**src/rtl/alu_pkg.sv**
```systemverilog
package alu_pkg;

  typedef enum logic [3:0] {
    OP_ADD  = 4'd0,
    OP_SUB  = 4'd1,
    OP_AND  = 4'd2,
    OP_OR   = 4'd3,
    OP_XOR  = 4'd4,
    OP_SHL  = 4'd5,
    OP_SHR  = 4'd6,
    OP_ROL  = 4'd7,
    OP_ROR  = 4'd8,
    OP_INC  = 4'd9,
    OP_DEC  = 4'd10,
    OP_CMP  = 4'd11,
    OP_TCLR = 4'd12,
    OP_TSET = 4'd13,
    OP_RSV0 = 4'd14,
    OP_RSV1 = 4'd15
  } aluOp_e;

  typedef enum logic [2:0] {
    U_PASS,
    U_ARITH,
    U_LOGIC,
    U_SHIFT,
    U_STEP,
    U_BITS
  } unit_e;

  typedef enum logic [1:0] {
    L_AND,
    L_OR,
    L_XOR
  } logicFn_e;

  // control-to-datapath strobes
  typedef struct packed {
    unit_e    unit;
    logic     subtract;    // invert operand, carry means no-borrow
    logic     decimal;     // use BCD digit slices
    logic     forceCarry;  // compare: subtract with no borrow in
    logic     keepAcc;     // result port returns accumulator
    logicFn_e logicFn;
    logic     shiftRight;
    logic     rotate;      // carry enters vacated bit
    logic     stepDown;
    logic     bitSet;
    logic     updC;
    logic     updV;
    logic     updNZ;
    logic     nvFromMem;   // N,V from top bits of operand
  } aluStrobe_t;

  typedef struct packed {
    logic c;
    logic z;
    logic n;
    logic v;
  } aluFlags_t;

endpackage

```
**src/rtl/alu_bcd_digit.sv**
```systemverilog
// One decimal digit of add/subtract. carryIn/carryOut use the binary
// convention: 1 = carry for add, 1 = no borrow for subtract.
module alu_bcd_digit (
  input  logic       subtract,
  input  logic [3:0] aDig,
  input  logic [3:0] mDig,
  input  logic       carryIn,
  output logic [3:0] digOut,
  output logic       carryOut
);
  logic [4:0] addRaw;
  logic [4:0] subRaw;

  always_comb begin
    addRaw = {1'b0, aDig} + {1'b0, mDig} + {4'b0, carryIn};
    subRaw = {1'b0, aDig} - {1'b0, mDig} - {4'b0, ~carryIn};
    if (!subtract) begin
      if (addRaw > 5'd9) begin
        digOut   = addRaw[3:0] + 4'd6;
        carryOut = 1'b1;
      end else begin
        digOut   = addRaw[3:0];
        carryOut = 1'b0;
      end
    end else begin
      if (subRaw[4]) begin
        digOut   = subRaw[3:0] - 4'd6;
        carryOut = 1'b0;
      end else begin
        digOut   = subRaw[3:0];
        carryOut = 1'b1;
      end
    end
  end
endmodule

```
**src/rtl/alu_ctrl.sv**
```systemverilog
module alu_ctrl
  import alu_pkg::*;
(
  input  logic       clk,
  input  logic       rstN,
  input  logic       opValid,
  input  logic [3:0] opSel,
  input  logic       dIn,
  output aluStrobe_t strobe,
  output logic       doneOut,
  output logic       extraOut
);

  always_comb begin
    strobe         = '0;
    strobe.unit    = U_PASS;
    strobe.logicFn = L_AND;
    case (aluOp_e'(opSel))
      OP_ADD: begin
        strobe.unit    = U_ARITH;
        strobe.decimal = dIn;
        strobe.updC    = 1'b1;
        strobe.updV    = ~dIn;
        strobe.updNZ   = 1'b1;
      end
      OP_SUB: begin
        strobe.unit     = U_ARITH;
        strobe.subtract = 1'b1;
        strobe.decimal  = dIn;
        strobe.updC     = 1'b1;
        strobe.updV     = ~dIn;
        strobe.updNZ    = 1'b1;
      end
      OP_CMP: begin
        strobe.unit       = U_ARITH;
        strobe.subtract   = 1'b1;
        strobe.forceCarry = 1'b1;
        strobe.keepAcc    = 1'b1;
        strobe.updC       = 1'b1;
        strobe.updNZ      = 1'b1;
      end
      OP_AND, OP_OR, OP_XOR: begin
        strobe.unit    = U_LOGIC;
        strobe.updNZ   = 1'b1;
        strobe.logicFn = (opSel == OP_AND) ? L_AND :
                         (opSel == OP_OR)  ? L_OR  : L_XOR;
      end
      OP_SHL, OP_SHR, OP_ROL, OP_ROR: begin
        strobe.unit       = U_SHIFT;
        strobe.shiftRight = (opSel == OP_SHR) || (opSel == OP_ROR);
        strobe.rotate     = (opSel == OP_ROL) || (opSel == OP_ROR);
        strobe.updC       = 1'b1;
        strobe.updNZ      = 1'b1;
      end
      OP_INC, OP_DEC: begin
        strobe.unit     = U_STEP;
        strobe.stepDown = (opSel == OP_DEC);
        strobe.updNZ    = 1'b1;
      end
      OP_TCLR, OP_TSET: begin
        strobe.unit      = U_BITS;
        strobe.bitSet    = (opSel == OP_TSET);
        strobe.updNZ     = 1'b1;
        strobe.nvFromMem = 1'b1;
      end
      default: begin
        strobe.unit = U_PASS;
      end
    endcase
  end

  always_ff @(posedge clk or negedge rstN) begin
    if (!rstN) begin
      doneOut  <= 1'b0;
      extraOut <= 1'b0;
    end else begin
      doneOut  <= opValid;
      extraOut <= opValid && (strobe.unit == U_ARITH) && strobe.decimal;
    end
  end
endmodule

```
**src/rtl/alu_dpath.sv**
```systemverilog
module alu_dpath
  import alu_pkg::*;
#(
  parameter int WIDTH = 8
) (
  input  logic             clk,
  input  logic             rstN,
  input  logic             opValid,
  input  aluStrobe_t       strobe,
  input  logic [WIDTH-1:0] accIn,
  input  logic [WIDTH-1:0] memIn,
  input  aluFlags_t        flagsIn,
  output logic [WIDTH-1:0] resultOut,
  output aluFlags_t        flagsOut
);
  localparam int DIGITS = WIDTH / 4;
  localparam int MSB    = WIDTH - 1;
  localparam logic [WIDTH-1:0] ONE = WIDTH'(1);

  logic [WIDTH-1:0] operB;
  logic             carryIn;
  logic [WIDTH:0]   binSum;
  logic             binV;
  logic [WIDTH-1:0] bcdSum;
  logic [DIGITS:0]  digCarry;

  logic [WIDTH-1:0] rawRes;
  logic             newC;
  logic             shiftIn;
  logic [WIDTH-1:0] resNext;
  aluFlags_t        flagsNext;

  // shared binary adder: subtract adds the inverted operand
  always_comb begin
    operB   = strobe.subtract ? ~memIn : memIn;
    carryIn = strobe.forceCarry | flagsIn.c;
    binSum  = {1'b0, accIn} + {1'b0, operB} + {{WIDTH{1'b0}}, carryIn};
    binV    = (accIn[MSB] == operB[MSB]) && (binSum[MSB] != accIn[MSB]);
  end

  // decimal path: ripple of per-digit corrected slices
  assign digCarry[0] = carryIn;
  for (genvar g = 0; g < DIGITS; g++) begin : g_digit
    alu_bcd_digit u_dig (
      .subtract (strobe.subtract),
      .aDig     (accIn[4*g +: 4]),
      .mDig     (memIn[4*g +: 4]),
      .carryIn  (digCarry[g]),
      .digOut   (bcdSum[4*g +: 4]),
      .carryOut (digCarry[g+1])
    );
  end

  always_comb begin
    rawRes  = accIn;
    newC    = flagsIn.c;
    shiftIn = strobe.rotate & flagsIn.c;
    case (strobe.unit)
      U_ARITH: begin
        rawRes = strobe.decimal ? bcdSum : binSum[MSB:0];
        newC   = strobe.decimal ? digCarry[DIGITS] : binSum[WIDTH];
      end
      U_LOGIC: begin
        case (strobe.logicFn)
          L_AND:   rawRes = accIn & memIn;
          L_OR:    rawRes = accIn | memIn;
          default: rawRes = accIn ^ memIn;
        endcase
      end
      U_SHIFT: begin
        if (strobe.shiftRight) begin
          rawRes = {shiftIn, accIn[MSB:1]};
          newC   = accIn[0];
        end else begin
          rawRes = {accIn[MSB-1:0], shiftIn};
          newC   = accIn[MSB];
        end
      end
      U_STEP: begin
        rawRes = strobe.stepDown ? (accIn - ONE) : (accIn + ONE);
      end
      U_BITS: begin
        rawRes = strobe.bitSet ? (memIn | accIn) : (memIn & ~accIn);
      end
      default: rawRes = accIn;
    endcase

    resNext     = strobe.keepAcc ? accIn : rawRes;
    flagsNext.c = strobe.updC ? newC : flagsIn.c;
    flagsNext.v = strobe.nvFromMem ? memIn[MSB-1] :
                  (strobe.updV ? binV : flagsIn.v);
    flagsNext.z = strobe.updNZ ? (rawRes == '0) : flagsIn.z;
    flagsNext.n = strobe.updNZ ? (strobe.nvFromMem ? memIn[MSB] : rawRes[MSB])
                               : flagsIn.n;
  end

  always_ff @(posedge clk or negedge rstN) begin
    if (!rstN) begin
      resultOut <= '0;
      flagsOut  <= '0;
    end else if (opValid) begin
      resultOut <= resNext;
      flagsOut  <= flagsNext;
    end
  end
endmodule

```
**src/rtl/alu_core.sv**
```systemverilog
module alu_core
  import alu_pkg::*;
#(
  parameter int WIDTH = 8
) (
  input  logic             clk,
  input  logic             rstN,
  input  logic             opValid,
  input  logic [3:0]       opSel,
  input  logic [WIDTH-1:0] accIn,
  input  logic [WIDTH-1:0] memIn,
  input  logic             cIn,
  input  logic             zIn,
  input  logic             nIn,
  input  logic             vIn,
  input  logic             dIn,
  output logic [WIDTH-1:0] resultOut,
  output logic             cOut,
  output logic             zOut,
  output logic             nOut,
  output logic             vOut,
  output logic             doneOut,
  output logic             extraOut
);
  aluStrobe_t strobe;
  aluFlags_t  flagsInS;
  aluFlags_t  flagsOutS;

  assign flagsInS = '{c: cIn, z: zIn, n: nIn, v: vIn};

  alu_ctrl u_ctrl (
    .clk      (clk),
    .rstN     (rstN),
    .opValid  (opValid),
    .opSel    (opSel),
    .dIn      (dIn),
    .strobe   (strobe),
    .doneOut  (doneOut),
    .extraOut (extraOut)
  );

  alu_dpath #(.WIDTH(WIDTH)) u_dpath (
    .clk       (clk),
    .rstN      (rstN),
    .opValid   (opValid),
    .strobe    (strobe),
    .accIn     (accIn),
    .memIn     (memIn),
    .flagsIn   (flagsInS),
    .resultOut (resultOut),
    .flagsOut  (flagsOutS)
  );

  assign cOut = flagsOutS.c;
  assign zOut = flagsOutS.z;
  assign nOut = flagsOutS.n;
  assign vOut = flagsOutS.v;
endmodule

```
**config.mk**
```make
export PLATFORM = sky130hd
export DESIGN_NAME = alu_core
export DESIGN_NICKNAME = d
export VERILOG_FILES = /design/src/rtl/alu_pkg.sv /design/src/rtl/alu_bcd_digit.sv /design/src/rtl/alu_ctrl.sv /design/src/rtl/alu_dpath.sv /design/src/rtl/alu_core.sv
export SDC_FILE = /design/constraint.sdc
export NUM_CORES = 1
export LEC_CHECK = 0
export BUFFER_PORTS_ARGS = -buffer_cell sky130_fd_sc_hd__buf_4
export CAP_MARGIN = 20
export CORE_ASPECT_RATIO = 0.8
export CORE_MARGIN = 3
export CORE_UTILIZATION = 35
export DETAILED_ROUTE_END_ITERATION = 16
export PLACE_DENSITY = 0.49
export SLEW_MARGIN = 10
export SYNTH_ARGS = -nofsm -noshare
export SYNTH_HDL_FRONTEND = slang
export SYNTH_SLANG_ARGS = --single-unit
```
**constraint.sdc**
```tcl
create_clock -name clk -period 1.25 [get_ports clk]
set_input_delay 0.1875 -clock clk [delete_from_list [all_inputs] [get_ports clk]]
set_output_delay 0.1875 -clock clk [all_outputs]
set_load 0.05 [all_outputs]
```
Word level (Yosys, flattened, before mapping):

Index checks and enable logic that the tools add are counted.

* register bits after elaboration: 14
* output and inout port bits: 14
* logic and storage cells: 117

* $add $sub $neg: 16
* $lt $le $gt $ge: 2
* equal/unequal tests: 21
* multiplexer cells: 43
* bitwise logic cells: 11
* reduce and logical (&&, ||, !) cells: 17

Operators by type and width (number)
* $mux 8: 6
* $pmux 8 s5: 1
* $eq 4x4->1 const B: 6
* $mux 4: 6
* $mux 1: 22
* $and 8x8->8: 2
* $eq 4x3->1 const B: 4
* $not 8->8: 2
* $pmux 8 s2: 1
* $pmux 3 s5: 1
* $reduce_or 14->1: 1
* $add 4x4->5: 2
* $add 5x1->5: 2
* $gt 5x4->1 const B: 2
* $mux 2: 5
* $sub 4x4->5: 2
* $sub 5x1->5: 2
* $add 8x8->9: 1
* $add 9x1->9: 1
* $add 4x3->4 const B: 2
* $add 8x1->8 const B: 1
* $eq 4x2->1 const B: 2
* $logic_not 8->1: 1
* $or 8x8->8: 1
* other kinds (22): 34

Longest topological paths before layout:

Gate-level depths: netlist (run 1).

* depth after elaboration: 16
* depth in mapped cells: 26

Modules after synthesis:

From an unflattened synthesis (run 1), not the netlist that was laid out.

* cells, all modules: 543
* area total of the unflattened synthesis: 4194.0 um^2

Modules (own cells, without submodules)
* alu_dpath: times used 1, cells each 353, area each 2667.6 um^2, seq. area each 300.3 um^2
* alu_bcd_digit: times used 2, cells each 75, area each 606.8 um^2, seq. area each 0.0 um^2
* alu_ctrl: times used 1, cells each 40, area each 312.8 um^2, seq. area each 50.0 um^2

Worst setup path before layout (run 1):

No wires, ideal clock.

* path type: input to register
* start: input port opSel[3]
* end: register u_dpath.resultOut[6]
* library setup time: 0.067 ns
* arrival: 5.123 ns
* data required time: 1.183 ns
* setup slack: -3.940 ns
* cell stages on the path: 25
* path through: buf_2 buf_1 nand2b_1 nor2_1 nor2_1 fa_1 inv_1 fa_1 nor2_1 o211ai_1 o21ai_0 fa_1 inv_1 fa_1 xor2_1 inv_1 ha_1 nand2_1 o31ai_1 nor3b_1 nor2_1 o31a_1 a31o_2 o21ai_0 mux2_2

* word-level cells in the longest chain between the ends: 15
* elaborated cells on any way between the ends: 66
* those cells by class: add/sub: 8; order compare: 2; eq/ne: 19; mux: 24; bitwise: 3; reduce/logical: 10

RTL lines
* from (decl): line alu_core.sv:9 `input logic [3:0] opSel,`
* $eq 4x4->1: line alu_ctrl.sv:18 `case (aluOp_e'(opSel))`
* $mux 2: line alu_ctrl.sv:18
* $or 1x1->1: line alu_dpath.sv:36 `carryIn = strobe.forceCarry | flagsIn.c;`
* $add 5x1->5 / $not 1->1 (equally long branches): line alu_bcd_digit.sv:15, alu_bcd_digit.sv:16
* $gt 5x4->1 / $sub 5x1->5 (equally long branches): line alu_bcd_digit.sv:18, alu_bcd_digit.sv:16
* $mux 1, on equally long branches: line alu_bcd_digit.sv:18, alu_bcd_digit.sv:26
* $mux 1: line alu_bcd_digit.sv:17 `if (!subtract) begin`
* $not 1->1: line alu_bcd_digit.sv:16 `subRaw = {1'b0, aDig} - {1'b0, mDig} - {4'b0, ~carryIn};`
* $sub 5x1->5: line alu_bcd_digit.sv:16
* $sub 4x3->4: line alu_bcd_digit.sv:27 `digOut = subRaw[3:0] - 4'd6;`
* $mux 4: line alu_bcd_digit.sv:26 `if (subRaw[4]) begin`
* $mux 4: line alu_bcd_digit.sv:17
* $mux 8: line alu_dpath.sv:60 `rawRes = strobe.decimal ? bcdSum : binSum[MSB:0];`
* $pmux 8 s5: line alu_dpath.sv:58 `case (strobe.unit)`
* $mux 8 (*): line alu_dpath.sv:88 `resNext = strobe.keepAcc ? accIn : rawRes;`
* to (signal assigned): line alu_dpath.sv:102 `resultOut <= resNext;`
* to (decl): line alu_dpath.sv:13 `output logic [WIDTH-1:0] resultOut,`

Every way passes the cells marked *; elsewhere a longest branch is shown, timed or not.
A chain may end at the register's enable or synchronous reset.

Worst setup path after layout (run 1):

* start: input port opSel[2]
* end: register u_dpath.flagsOut[2] (netlist bit)

* word-level cells in the longest chain between the ends: 16
* elaborated cells on any way between the ends: 76
* those cells by class: add/sub: 10; order compare: 2; eq/ne: 19; mux: 28; bitwise: 4; reduce/logical: 13

RTL lines
* $eq 4x4->1: line alu_ctrl.sv:18
* $mux 2: line alu_ctrl.sv:18
* $or 1x1->1: line alu_dpath.sv:36
* $add 5x1->5 / $not 1->1 (equally long branches): line alu_bcd_digit.sv:15, alu_bcd_digit.sv:16
* $gt 5x4->1 / $sub 5x1->5 (equally long branches): line alu_bcd_digit.sv:18, alu_bcd_digit.sv:16
* $mux 1, on equally long branches: line alu_bcd_digit.sv:18, alu_bcd_digit.sv:26
* $mux 1: line alu_bcd_digit.sv:17
* $not 1->1: line alu_bcd_digit.sv:16
* $sub 5x1->5: line alu_bcd_digit.sv:16
* $sub 4x3->4: line alu_bcd_digit.sv:27
* $mux 4: line alu_bcd_digit.sv:26
* $mux 4: line alu_bcd_digit.sv:17
* $mux 8: line alu_dpath.sv:60
* $pmux 8 s5: line alu_dpath.sv:58
* $logic_not 8->1: line alu_dpath.sv:92 `flagsNext.z = strobe.updNZ ? (rawRes == '0) : flagsIn.z;`
* $mux 1 (*): line alu_dpath.sv:92
* to (signal assigned): line alu_dpath.sv:103 `flagsOut <= flagsNext;`
* to (decl): line alu_dpath.sv:14 `output aluFlags_t flagsOut`

Marks and branches as above.

==> results.json, run 1 <==
{
  "synth-main-ff-cell": "sky130_fd_sc_hd__dfrtp_1",
  "num-nets-final": 761,
  "hold_viol_final": 0,
  "number_of_antenna_violations_at_the_first_check_in_global_routing": 0,
  "cts-htree-levels": 1,
  "finalInstanceArea_mm2": 0.00587,
  "clk_pin_slew_ns": 0.05,
  "r2r-start": "u_dpath.flagsOut[2]",
  "powerDensity_mw_per_mm2": 816,
  "switching_share_pct": 43.2,
  "max_cap_violations": 0,
  "fmax_ghz": 0.242,
  "clock-sinks": 14,
  "rsz0062_at_grt": "yes",
  "placeableCoreArea_mm2": 0.0104,
  "synth_async_sr_flop_share_pct": 100,
  "detail-route-antenna-nets": 0,
  "die_area_mm2": 0.0120,
  "detail_route.iter0.violations": 305,
  "max-slew-margin-rel_pct": 60.2,
  "portBuffers": 41,
  "global_route_wire_length_before_repair_mm": 23.6,
  "ys_top_cells_by_area": "sky130_fd_sc_hd__ha_1 15%, sky130_fd_sc_hd__dfrtp_1 9.3%, sky130_fd_sc_hd__fa_1 5.8%",
  "floorplan.rows": 33,
  "ys_warn_count": 0,
  "holdPathStages": 2,
  "synth_cells": 489,
  "timing.final.crit_period_ns": 4.14,
  "worstSkewPairLatency_ns": 0.24,
  "run_status": "complete, but fails checks",
  "critical_path_required_ns": 1.40,
  "place_area_mm2": 0.00541,
  "clk_path_buf_depth": 2,
  "firstDrtPassIters": 7,
  "clock-skew-final_ns": 0,
  "clkPwrFrac_pct": 14.0,
  "clockRootBuffer": "sky130_fd_sc_hd__clkbuf_16",
  "crit-reg2reg-capture": "u_dpath.flagsOut[2]",
  "internal_power_mw": 2.72,
  "crit_path_max_fanout": 3,
  "timing.critical_path.mode_cell": "sky130_fd_sc_hd__fa_2",
  "crit_path_end_kind": "flip-flop",
  "post-place-ws_ns": -3.27,
  "synth_seq_cells": 14,
  "synth_seq_area_share_pct": 9.31,
  "floorplan.initialDensity_pct": 36.3,
  "slew_violations": 0,
  "hold_start": "opValid",
  "die-height_um": 98.8,
  "n_antenna_cell": 0,
  "ir_drop_v": 0.000552,
  "min-delay-path-class": "primary input to flip-flop",
  "drt_drc_violations_left": 0,
  "failed_checks": "setup timing",
  "n_fill_cell": 1004,
  "utilization_after_layout_pct": 56.6,
  "worst_slew_pin_slew_ns": 0.588,
  "power_switching_mw": 2.07,
  "hold_path_end": "u_ctrl.doneOut",
  "setup_violations": 12,
  "syn_avg_cell_area_um2": 7.70,
  "ff2ff_setup_slack_ns": 0.43,
  "cts_tree": "built",
  "numCtsBuffers": 3,
  "final_layout_size_suffix_gt1_share_pct": 42.9,
  "sequential_cell_fraction_of_total_power_pct": 11.7,
  "post-layout-total-power_mw": 4.79,
  "critical_path.slowest_cell": "sky130_fd_sc_hd__fa_2",
  "routed_wire_per_std_cell_um": 18.1,
  "timing.final.crit_share_pct": 331,
  "syn_area_mm2": 0.00376,
  "synth.lib_cells_used.distinct": 71,
  "dp_cells": 797,
  "r2r_worst_path_depth": 2,
  "synth_top_area_share_pct": 15.0,
  "critical-path-max-stage-delay_ns": 0.47,
  "cp-start-kind": "primary input",
  "worst-endpoint-arrival_ns": 4.29,
  "grt.overflow.total": 0,
  "largest_net_degree_at_the_start_of_global_routing": 35,
  "num_io_pins": 42,
  "worstPathCellList": "buf_6 -> nand2b_4 -> nor2_4 -> nor2_4 -> fa_2 -> inv_2 -> fa_2 -> xor2_2 -> nor2_2 -> o211ai_1 -> o21ai_4 -> fa_2 -> inv_2 -> fa_2 -> ha_4 -> a21oi_1 -> o32a_1 -> o21ai_1 -> a211oi_1 -> a31o_2 -> o2111ai_2 -> o31ai_2",
  "finish.cell_count_without_fillers": 816,
  "post-route-worst-setup-slack_ns": -2.89,
  "dp_hpwl_mm": 12.1,
  "timing_worst_setup_path_type": "primary input to flip-flop",
  "leakagePower_nw": 2.68,
  "first_global_vias": 4445,
  "gpl.final_weighted_congestion": 0.905,
  "vias_per_cell": 5.39,
  "route.vias.total": 4398,
  "synth-edff-count": 0,
  "die-width_um": 122,
  "power_frac_comb_pct": 74.3,
  "grtUsageTotal_pct": 24.8,
  "wirelength_mm": 14.8,
  "number_of_nets_produced_by_synthesis": 573,
  "syn2layout_area_growth_pct": 55.9,
  "synth_area_leader_cell": "sky130_fd_sc_hd__ha_1"
}
## cells in the mapped netlist (all sizes together), types with 10 or more instances
| master | number |
|---|---|
| inv | 47 |
| ha | 45 |
| nor2 | 39 |
| o21ai | 32 |
| nand2 | 29 |
| a21oi | 25 |
| xnor2 | 22 |
| a211oi | 19 |
| o211ai | 17 |
| buf | 15 |
| dfrtp | 14 |
| fa | 11 |
| xor2 | 11 |
| clkbuf | 10 |
| nor2b | 10 |
## worst max-delay path: cells and delay by family
kind | cells | cell delay [ns]
AOI/OAI and AO/OA | 9 | 1.58
buffers and inverters | 3 | 0.23
xor gates and xnor gates | 1 | 0.16
adders and majority gates | 5 | 1.71
and+or+nand+nor | 4 | 0.39
## worst max-delay path by stage
stage                   from  cells past startpoint                   end  slack [ns]
global placement    opSel[2]                     24  u_dpath.resultOut[6]       -3.15
global route        opSel[2]                     22   u_dpath.flagsOut[2]       -3.06
floorplan           opSel[2]                     25  u_dpath.resultOut[6]       -3.28
detailed placement  opSel[2]                     25  u_dpath.resultOut[6]       -3.27
CTS                 opSel[2]                     25  u_dpath.resultOut[6]       -2.86
finish              opSel[2]                     22   u_dpath.flagsOut[2]       -2.89
## cell families (layout without fill, tap and decap cells)
group,after synthesis,count (layout),share of synthesized area (%)
AOI/OAI and AO/OA,161,161,29.9
xor gates and xnor gates,33,33,7.68
muxes,14,14,4.22
and+or+nand+nor,139,139,20.1
DFF,14,14,9.31
adders and majority gates,56,56,20.8
buffers and inverters,72,259,8.01
## power by group through the flow
| stage | clock network [mW] | registers (mW) | logic [mW] |
|---|---|---|---|
| 2_1_floorplan | 0 | 0.805 | 1.65 |
| 5_1_grt | 0.715 | 0.568 | 3.86 |
| 6_report | 0.670 | 0.561 | 3.56 |
| 3_3_place_gp | 0 | 0.564 | 3.08 |
| 3_5_place_dp | 0 | 0.566 | 3.13 |
| 4_1_cts | 0.683 | 0.561 | 3.43 |
## repair_timing
item,in CTS,in global routing
hold endpoints to repair,14,0
gates resized for setup,37,15
endpoints found under the setup margin,12,12
setup buffers,13,2
pin swaps,34,14
hold buffers,1,0
## registers in the layout, indices dropped and copies added (netlist names)
signal,cells
u_dpath.flagsOut,4
u_ctrl.extraOut,1
u_dpath.resultOut,8
u_ctrl.doneOut,1
## area by class of cell
| type | count | area, um2 | area share (%) |
|---|---|---|---|
| Clock buffer | 4 | 88.8 | 1.51 |
| Inverter | 47 | 176 | 3.01 |
| Multi-Input combinational cell | 403 | 3490 | 59.5 |
| Sequential cell | 14 | 350 | 5.97 |
| Tap cell | 140 | 175 | 2.98 |
| Timing Repair Buffer | 208 | 1590 | 27.1 |
## layer usage
layer | share of wire (%) | up-vias | global-route usage, % | wire length, um
met1 | 47 | 2083 | 35.0 | 6960
met3 | 4.9 | 15 | 3.73 | 729
li1 | - | 2172 | - | -
met4 | 1.1 | 0 | 2.76 | 161
met2 | 47 | 128 | 41.5 | 6930
met5 | 0 | - | 0 | 0
## through the flow
stage | TNS (ns) | hold WS [ns]
global route | -29.84 | 0.267
detailed placement | -32.66 | 0.0515
global placement | -31.51 | 0.0480
CTS | -27.79 | 0.251
finish | -27.62 | 0.255
floorplan | -28.56 | -0.108
## layout by cell type (no fill, tap or decap), types with 9 or more instances in the layout
master / count
sky130_fd_sc_hd__ha_1: 40
sky130_fd_sc_hd__a211oi_1: 17
sky130_fd_sc_hd__buf_4: 199
sky130_fd_sc_hd__nor2b_1: 9
sky130_fd_sc_hd__o21ai_0: 20
sky130_fd_sc_hd__a21oi_1: 22
sky130_fd_sc_hd__nor2_1: 36
sky130_fd_sc_hd__o211ai_1: 17
sky130_fd_sc_hd__inv_1: 40
sky130_fd_sc_hd__xnor2_1: 19
sky130_fd_sc_hd__nand2_1: 27
sky130_fd_sc_hd__dfrtp_1: 14
No activity file was read; power rests on OpenSTA's default activity.
==> run 2, diff against run 1 <==
--- a/config.mk
+++ b/config.mk
@@ -5,13 +5,15 @@
 export SDC_FILE = /design/constraint.sdc
 export NUM_CORES = 1
 export LEC_CHECK = 0
+export ABC_AREA = 1
 export BUFFER_PORTS_ARGS = -buffer_cell sky130_fd_sc_hd__buf_4
-export CAP_MARGIN = 20
+export CAP_MARGIN = 5
 export CORE_ASPECT_RATIO = 0.8
 export CORE_MARGIN = 3
 export CORE_UTILIZATION = 35
+export CTS_CLUSTER_DIAMETER = 120
 export DETAILED_ROUTE_END_ITERATION = 16
-export PLACE_DENSITY = 0.49
+export PLACE_DENSITY = 0.5
 export SLEW_MARGIN = 10
 export SYNTH_ARGS = -nofsm -noshare
 export SYNTH_HDL_FRONTEND = slang
==> run 2 against run 1 <==
  * Highest routed layer unchanged
  * Clock-buffer cell count stayed put
  * Worst hold slack worse by 0.086 ns
  * Total power is 6.8% lower
  * Design area is 0.58% lower
  * The flow still finishes with violations (setup timing)
  * Critical endpoint is now u_dpath.flagsOut[3]
  * Critical path type unchanged
  * Via count is 2.7% higher
==> results.json, run 2 <==
{
  "hold_ws_ns": 0.169,
  "yosys.area_share.xor_xnor_pct": 4.46,
  "utilization_after_layout_pct": 60.0,
  "cts-htree-levels": 1,
  "timing.final.crit_period_ns": 3.95,
  "timing.critical_path.buf_inv": 11,
  "clockRootBuffer": "sky130_fd_sc_hd__clkbuf_16",
  "routed_wire_per_std_cell_um": 14.1,
  "max_flop_register": "u_dpath.resultOut",
  "cts_tree": "built",
  "fmax_ghz": 0.253,
  "synth_compound_area_share_pct": 15.2,
  "critical_path.slowest_cell": "sky130_fd_sc_hd__fa_2",
  "post_synth_and_or_nand_nor_area_fraction_pct": 36.4,
  "post-layout-total-power_mw": 4.46,
  "critical_path_required_ns": 1.38,
  "synth_seq_cells": 14,
  "worst_slew_pin_slew_ns": 0.373,
  "placeableCoreArea_mm2": 0.00973,
  "worstSkewPairLatency_ns": 0.24,
  "critical-path-max-stage-delay_ns": 0.44,
  "timing.final.crit_share_pct": 316,
  "route.vias.total": 4516,
  "detail-route-antenna-nets": 0,
  "floorplan.rows": 32,
  "die_area_mm2": 0.0114,
  "clk_path_buf_depth": 2,
  "hold_viol_final": 0,
  "gpl.final_weighted_congestion": 0.923,
  "synth-edff-count": 0,
  "ys_warn_count": 0,
  "crit_path_end_kind": "flip-flop",
  "worst-endpoint-arrival_ns": 4.08,
  "synth.area.mux_share_pct": 0,
  "cp-start-kind": "primary input",
  "max_cap_violations": 0,
  "yosys-top-cells-count": "163 x sky130_fd_sc_hd__nand2_1, 90 x sky130_fd_sc_hd__inv_1, 62 x sky130_fd_sc_hd__nand3_1",
  "synth_async_sr_flop_share_pct": 100,
  "crit_path_max_fanout": 4,
  "adder_cell_share_of_the_synthesized_area_pct": 22.1,
  "num-nets-final": 892,
  "synth.lib_cells_used.distinct": 36,
  "syn2layout_area_growth_pct": 65.0,
  "synth_top_family_by_area": "simple AND/OR/NAND/NOR gates",
  "drt_drc_violations_left": 0,
  "largest_register_ff_count": 8,
  "mostFrequentLayoutCells": "213 x sky130_fd_sc_hd__buf_4, 142 x sky130_fd_sc_hd__nand2_1, 77 x sky130_fd_sc_hd__inv_1",
  "vias_per_cell": 4.79,
  "wirelength_mm": 13.3,
  "cpLargestDelayFamily": "adder cells",
  "final_common_cell": "sky130_fd_sc_hd__buf_4",
  "number_of_nets_produced_by_synthesis": 670,
  "min-delay-path-class": "primary input to flip-flop",
  "final_layout_size_suffix_gt1_share_pct": 40.8,
  "yosysMostFrequentCell": "sky130_fd_sc_hd__nand2_1",
  "leakagePower_nw": 3.20,
  "grtUsageTotal_pct": 23.5,
  "max-slew-margin-rel_pct": 75.1,
  "number_of_antenna_violations_at_the_first_check_in_global_routing": 0,
  "floorplan.initialDensity_pct": 36.4,
  "num_io_pins": 42,
  "grt.overflow.total": 0,
  "synth_seq_area_share_pct": 9.90,
  "post-route-worst-setup-slack_ns": -2.70,
  "largest_net_degree_at_the_start_of_global_routing": 15,
  "top_regs": "u_dpath.resultOut x8, u_dpath.flagsOut x4",
  "setup_violations": 12,
  "synth_cells": 586,
  "timing_worst_setup_path_type": "primary input to flip-flop",
  "synth_top_area_share_pct": 17.3,
  "die-height_um": 95.9,
  "syn_avg_cell_area_um2": 6.04,
  "numCtsBuffers": 3,
  "firstDrtPassIters": 5,
  "n_antenna_cell": 0,
  "powerDensity_mw_per_mm2": 765,
  "detail_route.iter0.violations": 287,
  "synth_area_leader_cell": "sky130_fd_sc_hd__nand2_1",
  "clk_pin_slew_ns": 0.05,
  "rsz0062_at_grt": "yes",
  "synth-main-ff-cell": "sky130_fd_sc_hd__dfrtp_1",
  "finish.cell_count_without_fillers": 943,
  "dp_hpwl_mm": 11.1,
  "clock-skew-final_ns": 0,
  "ir_drop_v": 0.000498,
  "failed_checks": "setup timing",
  "timing.critical_path.mode_cell": "sky130_fd_sc_hd__nand2_2",
  "dp_cells": 910,
  "global_route_wire_length_before_repair_mm": 21.5,
  "syn_area_mm2": 0.00354,
  "run_status": "complete, but fails checks",
  "clock-sinks": 14,
  "portBuffers": 41,
  "ys_top_cells_by_area": "sky130_fd_sc_hd__nand2_1 17%, sky130_fd_sc_hd__ha_1 16%, sky130_fd_sc_hd__dfrtp_1 9.9%",
  "first_global_vias": 4357,
  "die-width_um": 118,
  "slew_violations": 0
}
==> run 2: cell count changes after synthesis, sizes merged, moves of 11 or more <==
cell,before,now
nand2,29,170
a211oi,19,1
xnor2,22,3
nand3,9,62
o21ai,32,43
inv,47,97
==> run 2: cell families (layout without fill, tap and decap cells) <==
logic type,Yosys count,count (layout)
XOR/XNOR,18,18
buffers and inverters,107,328
AND/OR/NAND/NOR,295,295
AO/OA/AOI/OAI,96,96
flip-flops,14,14
adder cells (fa/ha/maj),56,56
==> run 2: report_power, final <==
group	switching, mW	internal, mW	total [mW]
registers	0.0364	0.518	0.555
clock network	0.190	0.485	0.675
logic	1.69	1.54	3.23
total	1.92	2.54	4.46
==> run 2: area by class of cell <==
class | instances | area [um2]
Fill cell | 950 | 3890
Multi-Input combinational cell | 465 | 3080
Timing Repair Buffer | 227 | 1770
Inverter | 97 | 379
Sequential cell | 14 | 350
Tap cell | 136 | 170
Clock buffer | 4 | 88.8
==> run 2: path summary, 6_finish.rpt <==
check	startpoint	endpoint	slack, ns	cells past startpoint
max reg2reg	u_dpath.resultOut[4]	u_dpath.resultOut[4]	0.60	2
max	opSel[0]	u_dpath.flagsOut[3]	-2.70	34
min reg2reg	u_dpath.flagsOut[3]	u_dpath.flagsOut[3]	0.48	2
min	opValid	u_ctrl.doneOut	0.17	1
min in group asynchronous	rstN	u_dpath.resultOut[6]	0.34	2
max in group asynchronous	rstN	u_ctrl.extraOut	0.74	2
==> run 2: repair_timing <==
action,in CTS,in global routing
hold buffers,1,0
setup buffers,30,10
hold endpoints to repair,14,0
resized for setup,57,28
setup endpoints to repair,12,12
pin swaps,37,29
==> run 2: metrics by stage <==
| step | area (um2) | worst slack (ns) | TNS [ns] |
|---|---|---|---|
| global route | 5840 | -2.89 | -26.17 |
| global placement | 5240 | -2.94 | -27.81 |
| detailed placement | 5240 | -3.03 | -28.68 |
| CTS | 5690 | -2.50 | -22.83 |
| finish | 5840 | -2.70 | -23.68 |
| floorplan | 3640 | -2.84 | -24.76 |
==> run 2: routing by layer <==
layer  track usage [%]  part of all wire, %  up-vias
met1              32.8                   49     2061
met2              41.2                   47       99
met3              2.53                  4.3        6
li1                  -                    -     2350
met5                 0                    0        -
met4              1.93                 0.51        0
